<file path="config.mk">
export PLATFORM = sky130hd
export DESIGN_NAME = fold_weight_seq
export DESIGN_NICKNAME = d
export VERILOG_FILES = /design/src/rtl/fwseq_pkg.sv /design/src/rtl/fwseq_ctrl.sv /design/src/rtl/fwseq_pe_rom.sv /design/src/rtl/fold_weight_seq.sv
export SDC_FILE = /design/constraint.sdc
export NUM_CORES = 1
export LEC_CHECK = 0
export BUFFER_PORTS_ARGS = -buffer_cell sky130_fd_sc_hd__buf_2
export CAP_MARGIN = 20
export CORE_MARGIN = 5
export CORE_UTILIZATION = 45
export CTS_CLUSTER_DIAMETER = 100
export DETAILED_ROUTE_END_ITERATION = 6
export GPL_ROUTABILITY_DRIVEN = 0
export GPL_TIMING_DRIVEN = 0
export PLACE_DENSITY = 0.73
export SYNTH_ARGS = -nofsm -noshare
export SYNTH_HDL_FRONTEND = slang
export SYNTH_SLANG_ARGS = --single-unit
</file>
<file path="constraint.sdc">
create_clock -name clk -period 1.74 [get_ports clk]
set_clock_uncertainty 0.1 [all_clocks]
set_input_delay 0.174 -clock clk [delete_from_list [all_inputs] [get_ports clk]]
set_output_delay 0.174 -clock clk [all_outputs]
set_load 0.005 [all_outputs]
</file>
<file path="src/rtl/fwseq_pkg.sv">
package fwseq_pkg;

    typedef enum logic [1:0] {
        ST_IDLE  = 2'd0,
        ST_ISSUE = 2'd1,
        ST_HOLD  = 2'd2
    } seq_state_e;

    // bits needed to count 0..n-1, at least one
    function automatic int unsigned bits_for(input int unsigned n);
        return (n <= 2) ? 1 : $clog2(n);
    endfunction

    // fixed weight contents of the matrix: row r, column c
    function automatic int unsigned weight_at(input int unsigned row,
                                              input int unsigned col,
                                              input int unsigned seed,
                                              input int unsigned wbits);
        return (3 * row + 5 * col + seed) % (1 << wbits);
    endfunction

endpackage

</file>
<file path="src/rtl/fwseq_ctrl.sv">
module fwseq_ctrl
    import fwseq_pkg::*;
#(
    parameter int NCOLF = 9,
    parameter int NGRP  = 4,
    parameter int AW    = 6,
    parameter int FW    = 4,
    parameter int GW    = 2
) (
    input  logic          clk,
    input  logic          rst_n,
    input  logic          step_en,
    output logic          rd_en,
    output logic [AW-1:0] rd_addr,
    output logic          out_valid,
    output logic [FW-1:0] mark_fold,
    output logic [GW-1:0] mark_group,
    output logic          mark_last_fold,
    output logic          mark_vec_end
);

    localparam int DEPTH = NCOLF * NGRP;
    localparam logic [FW-1:0] LAST_F = FW'(NCOLF - 1);
    localparam logic [GW-1:0] LAST_G = GW'(NGRP - 1);
    localparam logic [AW-1:0] LAST_A = AW'(DEPTH - 1);

    seq_state_e state, state_nx;

    logic [FW-1:0] fold_q;
    logic [GW-1:0] group_q;
    logic [AW-1:0] addr_q;
    logic          at_last_fold;
    logic          at_last_group;

    assign at_last_fold  = (fold_q == LAST_F);
    assign at_last_group = (group_q == LAST_G);

    // state register
    always_ff @(posedge clk) begin
        if (!rst_n) state <= ST_IDLE;
        else        state <= state_nx;
    end

    always_comb begin
        state_nx = state;
        unique case (state)
            ST_IDLE:  state_nx = step_en ? ST_ISSUE : ST_IDLE;
            ST_ISSUE: state_nx = step_en ? ST_ISSUE : ST_HOLD;
            ST_HOLD:  state_nx = step_en ? ST_ISSUE : ST_HOLD;
            default:  state_nx = ST_IDLE;
        endcase
    end

    // outputs
    always_comb begin
        rd_en     = step_en;
        out_valid = (state == ST_ISSUE);
        rd_addr   = addr_q;
    end

    // fold-major position counters
    always_ff @(posedge clk) begin
        if (!rst_n) begin
            fold_q  <= '0;
            group_q <= '0;
            addr_q  <= '0;
        end else if (step_en) begin
            if (at_last_fold) begin
                fold_q  <= '0;
                group_q <= at_last_group ? '0 : group_q + 1'b1;
            end else begin
                fold_q  <= fold_q + 1'b1;
            end
            addr_q <= (addr_q == LAST_A) ? '0 : addr_q + 1'b1;
        end
    end

    // position markers travel with the memory read
    always_ff @(posedge clk) begin
        if (!rst_n) begin
            mark_fold      <= '0;
            mark_group     <= '0;
            mark_last_fold <= 1'b0;
            mark_vec_end   <= 1'b0;
        end else if (step_en) begin
            mark_fold      <= fold_q;
            mark_group     <= group_q;
            mark_last_fold <= at_last_fold;
            mark_vec_end   <= at_last_fold && at_last_group;
        end
    end

    p_hold_addr_r2: assert property (@(posedge clk) disable iff (!rst_n)
        !step_en |=> $stable(addr_q));

    p_wrap_r5: assert property (@(posedge clk) disable iff (!rst_n)
        (step_en && addr_q == LAST_A) |=> (addr_q == '0 && fold_q == '0 && group_q == '0));

    p_fold_range_r4: assert property (@(posedge clk) disable iff (!rst_n)
        int'(fold_q) < NCOLF);

    p_group_advance_r4: assert property (@(posedge clk) disable iff (!rst_n)
        (step_en && at_last_fold) |=> (fold_q == '0));

    p_addr_match_r4: assert property (@(posedge clk) disable iff (!rst_n)
        int'(addr_q) == int'(group_q) * NCOLF + int'(fold_q));

    p_vec_end_r7: assert property (@(posedge clk) disable iff (!rst_n)
        mark_vec_end |-> mark_last_fold);

endmodule

</file>
<file path="src/rtl/fwseq_pe_rom.sv">
module fwseq_pe_rom
    import fwseq_pkg::*;
#(
    parameter int PE_IDX = 0,
    parameter int PE     = 2,
    parameter int SIMD   = 4,
    parameter int WBITS  = 4,
    parameter int NCOLF  = 9,
    parameter int DEPTH  = 36,
    parameter int SEED   = 1,
    parameter int AW     = 6
) (
    input  logic                  clk,
    input  logic                  rst_n,
    input  logic                  rd_en,
    input  logic [AW-1:0]         rd_addr,
    output logic [SIMD*WBITS-1:0] rd_word
);

    localparam int WW = SIMD * WBITS;

    logic [DEPTH-1:0][WW-1:0] mem;

    // word a holds row group a/NCOLF, fold a%NCOLF of this PE's rows
    for (genvar a = 0; a < DEPTH; a++) begin : g_word
        for (genvar s = 0; s < SIMD; s++) begin : g_lane
            assign mem[a][s*WBITS +: WBITS] = WBITS'(weight_at(
                (a / NCOLF) * PE + PE_IDX,
                (a % NCOLF) * SIMD + s,
                SEED, WBITS));
        end
    end

    always_ff @(posedge clk) begin
        if (!rst_n)     rd_word <= '0;
        else if (rd_en) rd_word <= mem[rd_addr];
    end

    p_addr_in_range_r8: assert property (@(posedge clk) disable iff (!rst_n)
        rd_en |-> (int'(rd_addr) < DEPTH));

endmodule

</file>
<file path="src/rtl/fold_weight_seq.sv">
module fold_weight_seq
    import fwseq_pkg::*;
#(
    parameter int PE    = 2,
    parameter int SIMD  = 4,
    parameter int WBITS = 4,
    parameter int KDIM  = 3,
    parameter int ICH   = 4,
    parameter int OCH   = 8,
    parameter int SEED  = 1,
    localparam int NCOLF = (KDIM * KDIM * ICH) / SIMD,
    localparam int NGRP  = OCH / PE,
    localparam int FW    = bits_for(NCOLF),
    localparam int GW    = bits_for(NGRP),
    localparam int DW    = PE * SIMD * WBITS
) (
    input  logic          clk,
    input  logic          rst_n,
    input  logic          step_en,
    output logic          w_valid,
    output logic [DW-1:0] w_data,
    output logic [GW-1:0] w_group,
    output logic [FW-1:0] w_fold,
    output logic          w_last_fold,
    output logic          w_vec_end
);

    localparam int DEPTH = NCOLF * NGRP;
    localparam int AW    = bits_for(DEPTH);
    localparam int WW    = SIMD * WBITS;

    logic          rd_en;
    logic [AW-1:0] rd_addr;

    fwseq_ctrl #(
        .NCOLF(NCOLF), .NGRP(NGRP), .AW(AW), .FW(FW), .GW(GW)
    ) u_ctrl (
        .clk(clk), .rst_n(rst_n), .step_en(step_en),
        .rd_en(rd_en), .rd_addr(rd_addr), .out_valid(w_valid),
        .mark_fold(w_fold), .mark_group(w_group),
        .mark_last_fold(w_last_fold), .mark_vec_end(w_vec_end)
    );

    for (genvar p = 0; p < PE; p++) begin : g_pe
        fwseq_pe_rom #(
            .PE_IDX(p), .PE(PE), .SIMD(SIMD), .WBITS(WBITS),
            .NCOLF(NCOLF), .DEPTH(DEPTH), .SEED(SEED), .AW(AW)
        ) u_rom (
            .clk(clk), .rst_n(rst_n), .rd_en(rd_en), .rd_addr(rd_addr),
            .rd_word(w_data[p*WW +: WW])
        );
    end

    p_valid_r3: assert property (@(posedge clk) disable iff (!rst_n)
        step_en |=> w_valid);

    p_stall_quiet_r2: assert property (@(posedge clk) disable iff (!rst_n)
        !step_en |=> (!w_valid && $stable(w_data) && $stable(w_fold) && $stable(w_group)));

    p_last_marker_r6: assert property (@(posedge clk) disable iff (!rst_n)
        w_valid |-> (w_last_fold == (int'(w_fold) == NCOLF - 1)));

endmodule

</file>
* Yosys cells after proc, flatten, opt, wreduce, memory -nomap -nowiden
Memories as Yosys holds them, arrays and structs flattened. A register that Yosys moved wholly into a read port is not among the register bits.
Cells that the tools add are included.
** Word-level totals
- Output and inout bits :: 41
- ROM bits :: 2048
- Memories kept :: 2
- Input bits :: 3
- Register bits :: 22
- Logic and storage cells :: 30
** Memory list
- (no name shown) :: words 64, bits a word 16, read ports 1, clocked after memory_dff 1, write ports 0, line fwseq_pe_rom.sv:36 : else if (rd_en) rd_word <= mem[rd_addr];
- (no name shown) :: words 64, bits a word 16, read ports 1, clocked after memory_dff 1, write ports 0, line fwseq_pe_rom.sv:36
** Cells by class
- Reductions and logical operators :: 6
- Mux-type cells :: 6
- Add/subtract/negate cells :: 3
- Equality and inequality tests :: 5
** Operator list (count)
- 6-bit by 1-bit adder with 6-bit output, second input constant :: 1
- 6-bit == test, second input constant :: 1
- 6-bit 2-to-1 mux :: 1
- 4-bit by 1-bit adder with 4-bit output, second input constant :: 1
- 2-bit == test, second input constant :: 2
- 4-bit == test, second input constant :: 1
- 2-bit 2-to-1 mux :: 2
- 4-bit 2-to-1 mux :: 1
- 2-bit case mux with 2 select lines :: 1
- 2-bit by 1-bit adder with 2-bit output, second input constant :: 1
- 2-bit by 1-bit == test with 1-bit output, second input constant :: 1
- 1-bit zero test :: 2
- 2-bit zero test :: 1
- 2-bit AND reduction :: 1
- 2-bit OR reduction :: 1
- 1-bit logical AND :: 1
- 1-bit 2-to-1 mux :: 1

* Longest topological paths before layout
- Depth in word-level cells :: 3
- Gate-level depth with buffers :: 9
- Gate-level depth less buffers :: 7

* Modules after synthesis
A second synthesis with hierarchy kept.
** Second synthesis, totals
- Cell total of the unflattened synthesis :: 323
- Area, all modules :: 2745.1 um^2
** By module, submodules not included
- fwseq_ctrl :: sequential area each 440.4 um^2, area an instance 964.7 um^2, instances 1, cells an instance 100
- fwseq_pe_rom at g_pe[1].u_rom :: sequential area each 220.2 um^2, area an instance 947.2 um^2, instances 1, cells an instance 117
- fwseq_pe_rom at g_pe[0].u_rom :: sequential area each 180.2 um^2, area an instance 833.3 um^2, instances 1, cells an instance 106

* Least setup slack after synthesis
No wires, ideal clock.
- Kind :: flip-flop to flip-flop
- Start :: reg u_ctrl.addr_q[1], in the netlist u_ctrl.rd_addr[1]
- End :: reg g_pe[0].u_rom.rd_word[11]
- Path buffers :: 2
- Required time :: 1525 ps
- Data arrival time :: 1671 ps
- Cell stages (with the launch flop) :: 9
- Path slack :: -145 ps
- Period minus slack after synthesis :: 1885 ps
- Setup time :: 115 ps
- Cells stage by stage :: dfxtp_1 -> buf_2 -> inv_2 -> ha_1 -> buf_2 -> inv_1 -> a221oi_1 -> o31ai_1 -> o21a_1
** RTL lines
- start: declaration :: line fwseq_ctrl.sv:31 : logic [AW-1:0] addr_q;
- start signal: assignment :: line fwseq_ctrl.sv:74 : addr_q <= (addr_q == LAST_A) ? '0 : addr_q + 1'b1;
- end: declaration :: line fwseq_pe_rom.sv:17 : output logic [SIMD*WBITS-1:0] rd_word

==> metrics.txt <==
CTS hold repair buffers 0; # rows 25; cts bufs inserted 5; Final ANT Viol Nets 0; via-per-instance ratio 5.499; layout cells sized above 1 30.96%; first-pass GRT wire length 9163 um; initial antenna violation count 0; Ant. Diodes 0; critical path class register to register; Adder-Cell Fraction of Synth Area 7.532%; synth warn 0; worst reg2reg startpoint u_ctrl.rd_addr[1]$_SDFFE_PN0P_; Post-Synth XOR/XNOR Area 2.028%; element type at the critical path end register; H-Tree Depth 2; R2R Path End g_pe[1].u_rom.rd_word[11]$_SDFFE_PN0P_; complex-gate fraction of the synthesized area 21.96%; depth of the most critical reg-to-reg path 7; Tightest Pin Transition 0.5064 ns; Post-Syn Instances 264; Min-Delay Path Class input port to register; number of endpoints failing setup at the final stage 0; Final period util 99.34%; synthesized area per cell 8.180 um^2; HPWL Detailed 3829 um; Netlist Area Pre-Place 0.002160 mm^2; Unique masters post-synth 48; Hold Path Sink g_pe[1].u_rom.rd_word[14]$_SDFFE_PN0P_; mux share of post-synthesis cell area 3.708%; PD cells 758.4 mW/mm^2; dpl cells 360; Iter 0 DRT Violations 238; clock tree buffer depth 2; outcome finished clean; sequential-to-total area share from yosys stat 34.30%; CTS tree built; fillers 446; GR Util All Layers 18.24%; Die W 79.28 um; footprint of the multi-input gates 0.001214 mm^2; port buffer count 39; DRT Pass-1 Iters 4; Async SR Flop Fraction 0%; I/O pins 44; Clock Sink Count 37; P&R area growth vs syn 25.55%; core box area 0.004692 mm^2; Hold Crit Depth 2; Die Area 0.006285 mm^2; Finished Layout Cells 377; final global-route overflow total 0; largest net degree at the start of global routing 13; r2r setup slk 0.01 ns; MaxCap Viol Count 0; post-layout min period 1.729 ns; Max FO, Critical Path 3; commonest cells after routing, fill and taps aside buf_2 (45), dfxtp_1 (35), buf_4 (26); Critical Path Start Type register; worst vdd ir 475.6 uV; final hold vios 0; Starting Density 46.03%; most common cell after layout, fill and taps aside buf_2; worst slack, placed -0.1485 ns; Total Wirelength 5517 um; EDFF count, synth 0; root buffer cell clkbuf_8; RSZ-0062 raised after global routing true; number of global-route vias before repair 1928; #FFs+latches synth 37; nets@finish 338; simple-gate portion of the synthesized area 17.73%; placed cell areas 0.002461 mm^2; DRC Markers 0; Slew HR 66.24%; Fmax 578.5 MHz; WP data required 1.86 ns; CTS clk-pin slew, worst paths 0.08 ns; Main synth FF type dfxtp_1; largest family of logic cells by synthesized area compound AO/OA/AOI/OAI gates; Final WS setup 0.01141 ns; Leak Pwr 1.232 nW; hold_sp rst_n; DR vias 2073; Final Instance Area 0.002711 mm^2; register area 745.7 um^2; critical path data arrival time 1.85 ns; Clk Latency, worst-skew pair 0.29 ns; max-slew violations 0; DR WL/cell 14.63 um; Die H 79.28 um
[critical path, cell delays in order, from the launching register on]
cell	delay (ns)
dfxtp_2	0.34
buf_4	0.13
ha_4	0.15
inv_2	0.04
o21ai_2	0.17
a21oi_1	0.08
or4_1	0.47
a31oi_1	0.17
[synth_stat cells (5+ instances only)]
library cell | instances | share of area (%)
nor2b_1 | 12 | 3.5
dfxtp_1 | 37 | 34
nor3_1 | 6 | 1.4
clkbuf_1 | 6 | 1.0
mux2i_1 | 8 | 3.7
nand2_1 | 24 | 4.2
a21boi_0 | 7 | 2.4
inv_1 | 10 | 1.7
a21oi_1 | 16 | 3.7
buf_2 | 7 | 1.6
o21ai_0 | 22 | 5.1
and2_1 | 5 | 1.4
buf_4 | 19 | 6.6
nand3_1 | 5 | 1.2
nor2_1 | 14 | 2.4
ha_1 | 13 | 7.5
[power breakdown]
part | total [mW] | switching, mW | internal [mW] | leakage (nW)
Sequential | 0.913 | 0.0305 | 0.883 | 0.304
Combinational | 0.363 | 0.187 | 0.177 | 0.871
Clock | 0.779 | 0.313 | 0.466 | 0.0574
Total | 2.06 | 0.531 | 1.53 | 1.23
[logic make-up (layout without fill, tap and decap cells)]
family,count (synthesis),in the layout
AND/OR/NAND/NOR,77,77
XOR/XNOR,5,5
multiplexers,8,8
AO/OA/AOI/OAI,74,74
flip-flops,37,37
buffers and inverters,49,105
other,1,4
adder cells (fa/ha/maj),13,13
[routing by layer]
metal  GRT usage [%]  up-vias  wire [um]
li1                -     1014          -
met1           22.99      964       2374
met2           30.47       81       2635
met3           4.082       14        396
met4           6.529        0        110
met5               0        -          0
[area by class of cell]
| type | instances | share of cell area [%] |
|---|---|---|
| Inverter | 14 | 2.492 |
| Clock inverter | 2 | 1.384 |
| Tap cell | 54 | 2.492 |
| Sequential cell | 37 | 27.50 |
| Timing Repair Buffer | 48 | 9.737 |
| Multi-Input combinational cell | 181 | 44.76 |
| Clock buffer | 6 | 3.046 |
| Buffer | 35 | 8.583 |
[worst max path at each step]
stage	from	end	depth (start not counted)
after global placement	u_ctrl.rd_addr[1]$_SDFFE_PN0P_	g_pe[0].u_rom.rd_word[7]$_SDFFE_PN0P_	7
after CTS	u_ctrl.rd_addr[0]$_SDFFE_PN0P_	g_pe[1].u_rom.rd_word[11]$_SDFFE_PN0P_	7
final	u_ctrl.rd_addr[1]$_SDFFE_PN0P_	g_pe[1].u_rom.rd_word[11]$_SDFFE_PN0P_	7
after detailed placement	u_ctrl.rd_addr[1]$_SDFFE_PN0P_	g_pe[0].u_rom.rd_word[7]$_SDFFE_PN0P_	7
after global routing	u_ctrl.rd_addr[1]$_SDFFE_PN0P_	g_pe[1].u_rom.rd_word[11]$_SDFFE_PN0P_	7
after floorplan	u_ctrl.rd_addr[1]$_SDFFE_PN0P_	g_pe[0].u_rom.rd_word[11]$_SDFFE_PN0P_	8
[flip-flops by register name, summed over array words and instances, names as in the netlist]
name,count
u_ctrl.mark_last_fold,1
u_ctrl.rd_addr,6
u_ctrl.state,2
u_ctrl.mark_fold,4
u_ctrl.mark_vec_end,1
g_pe.u_rom.rd_word,15
u_ctrl.group_q,2
u_ctrl.fold_q,4
u_ctrl.mark_group,2
[stage by stage]
step           total power, mW  setup TNS, ns  hold WS, ns  util [%]
6_report                 2.056              0      0.06991     57.79
5_1_grt                  2.149        -0.2124      0.09675     57.79
4_1_cts                  2.044              0      0.06480     56.29
3_5_place_dp             1.246        -0.4021       0.3440     52.45
3_3_place_gp             1.241        -0.4115       0.3419     52.45
2_1_floorplan            1.147              0       0.2066         -
[timing repair]
item,CTS,global route
pin swaps,2,10
hold endpoints to repair,0,0
endpoints found under the setup margin,6,9
setup buffers,3,5
cloned,0,1
gates resized for setup,9,13
(Power assumes the default switching activity.)
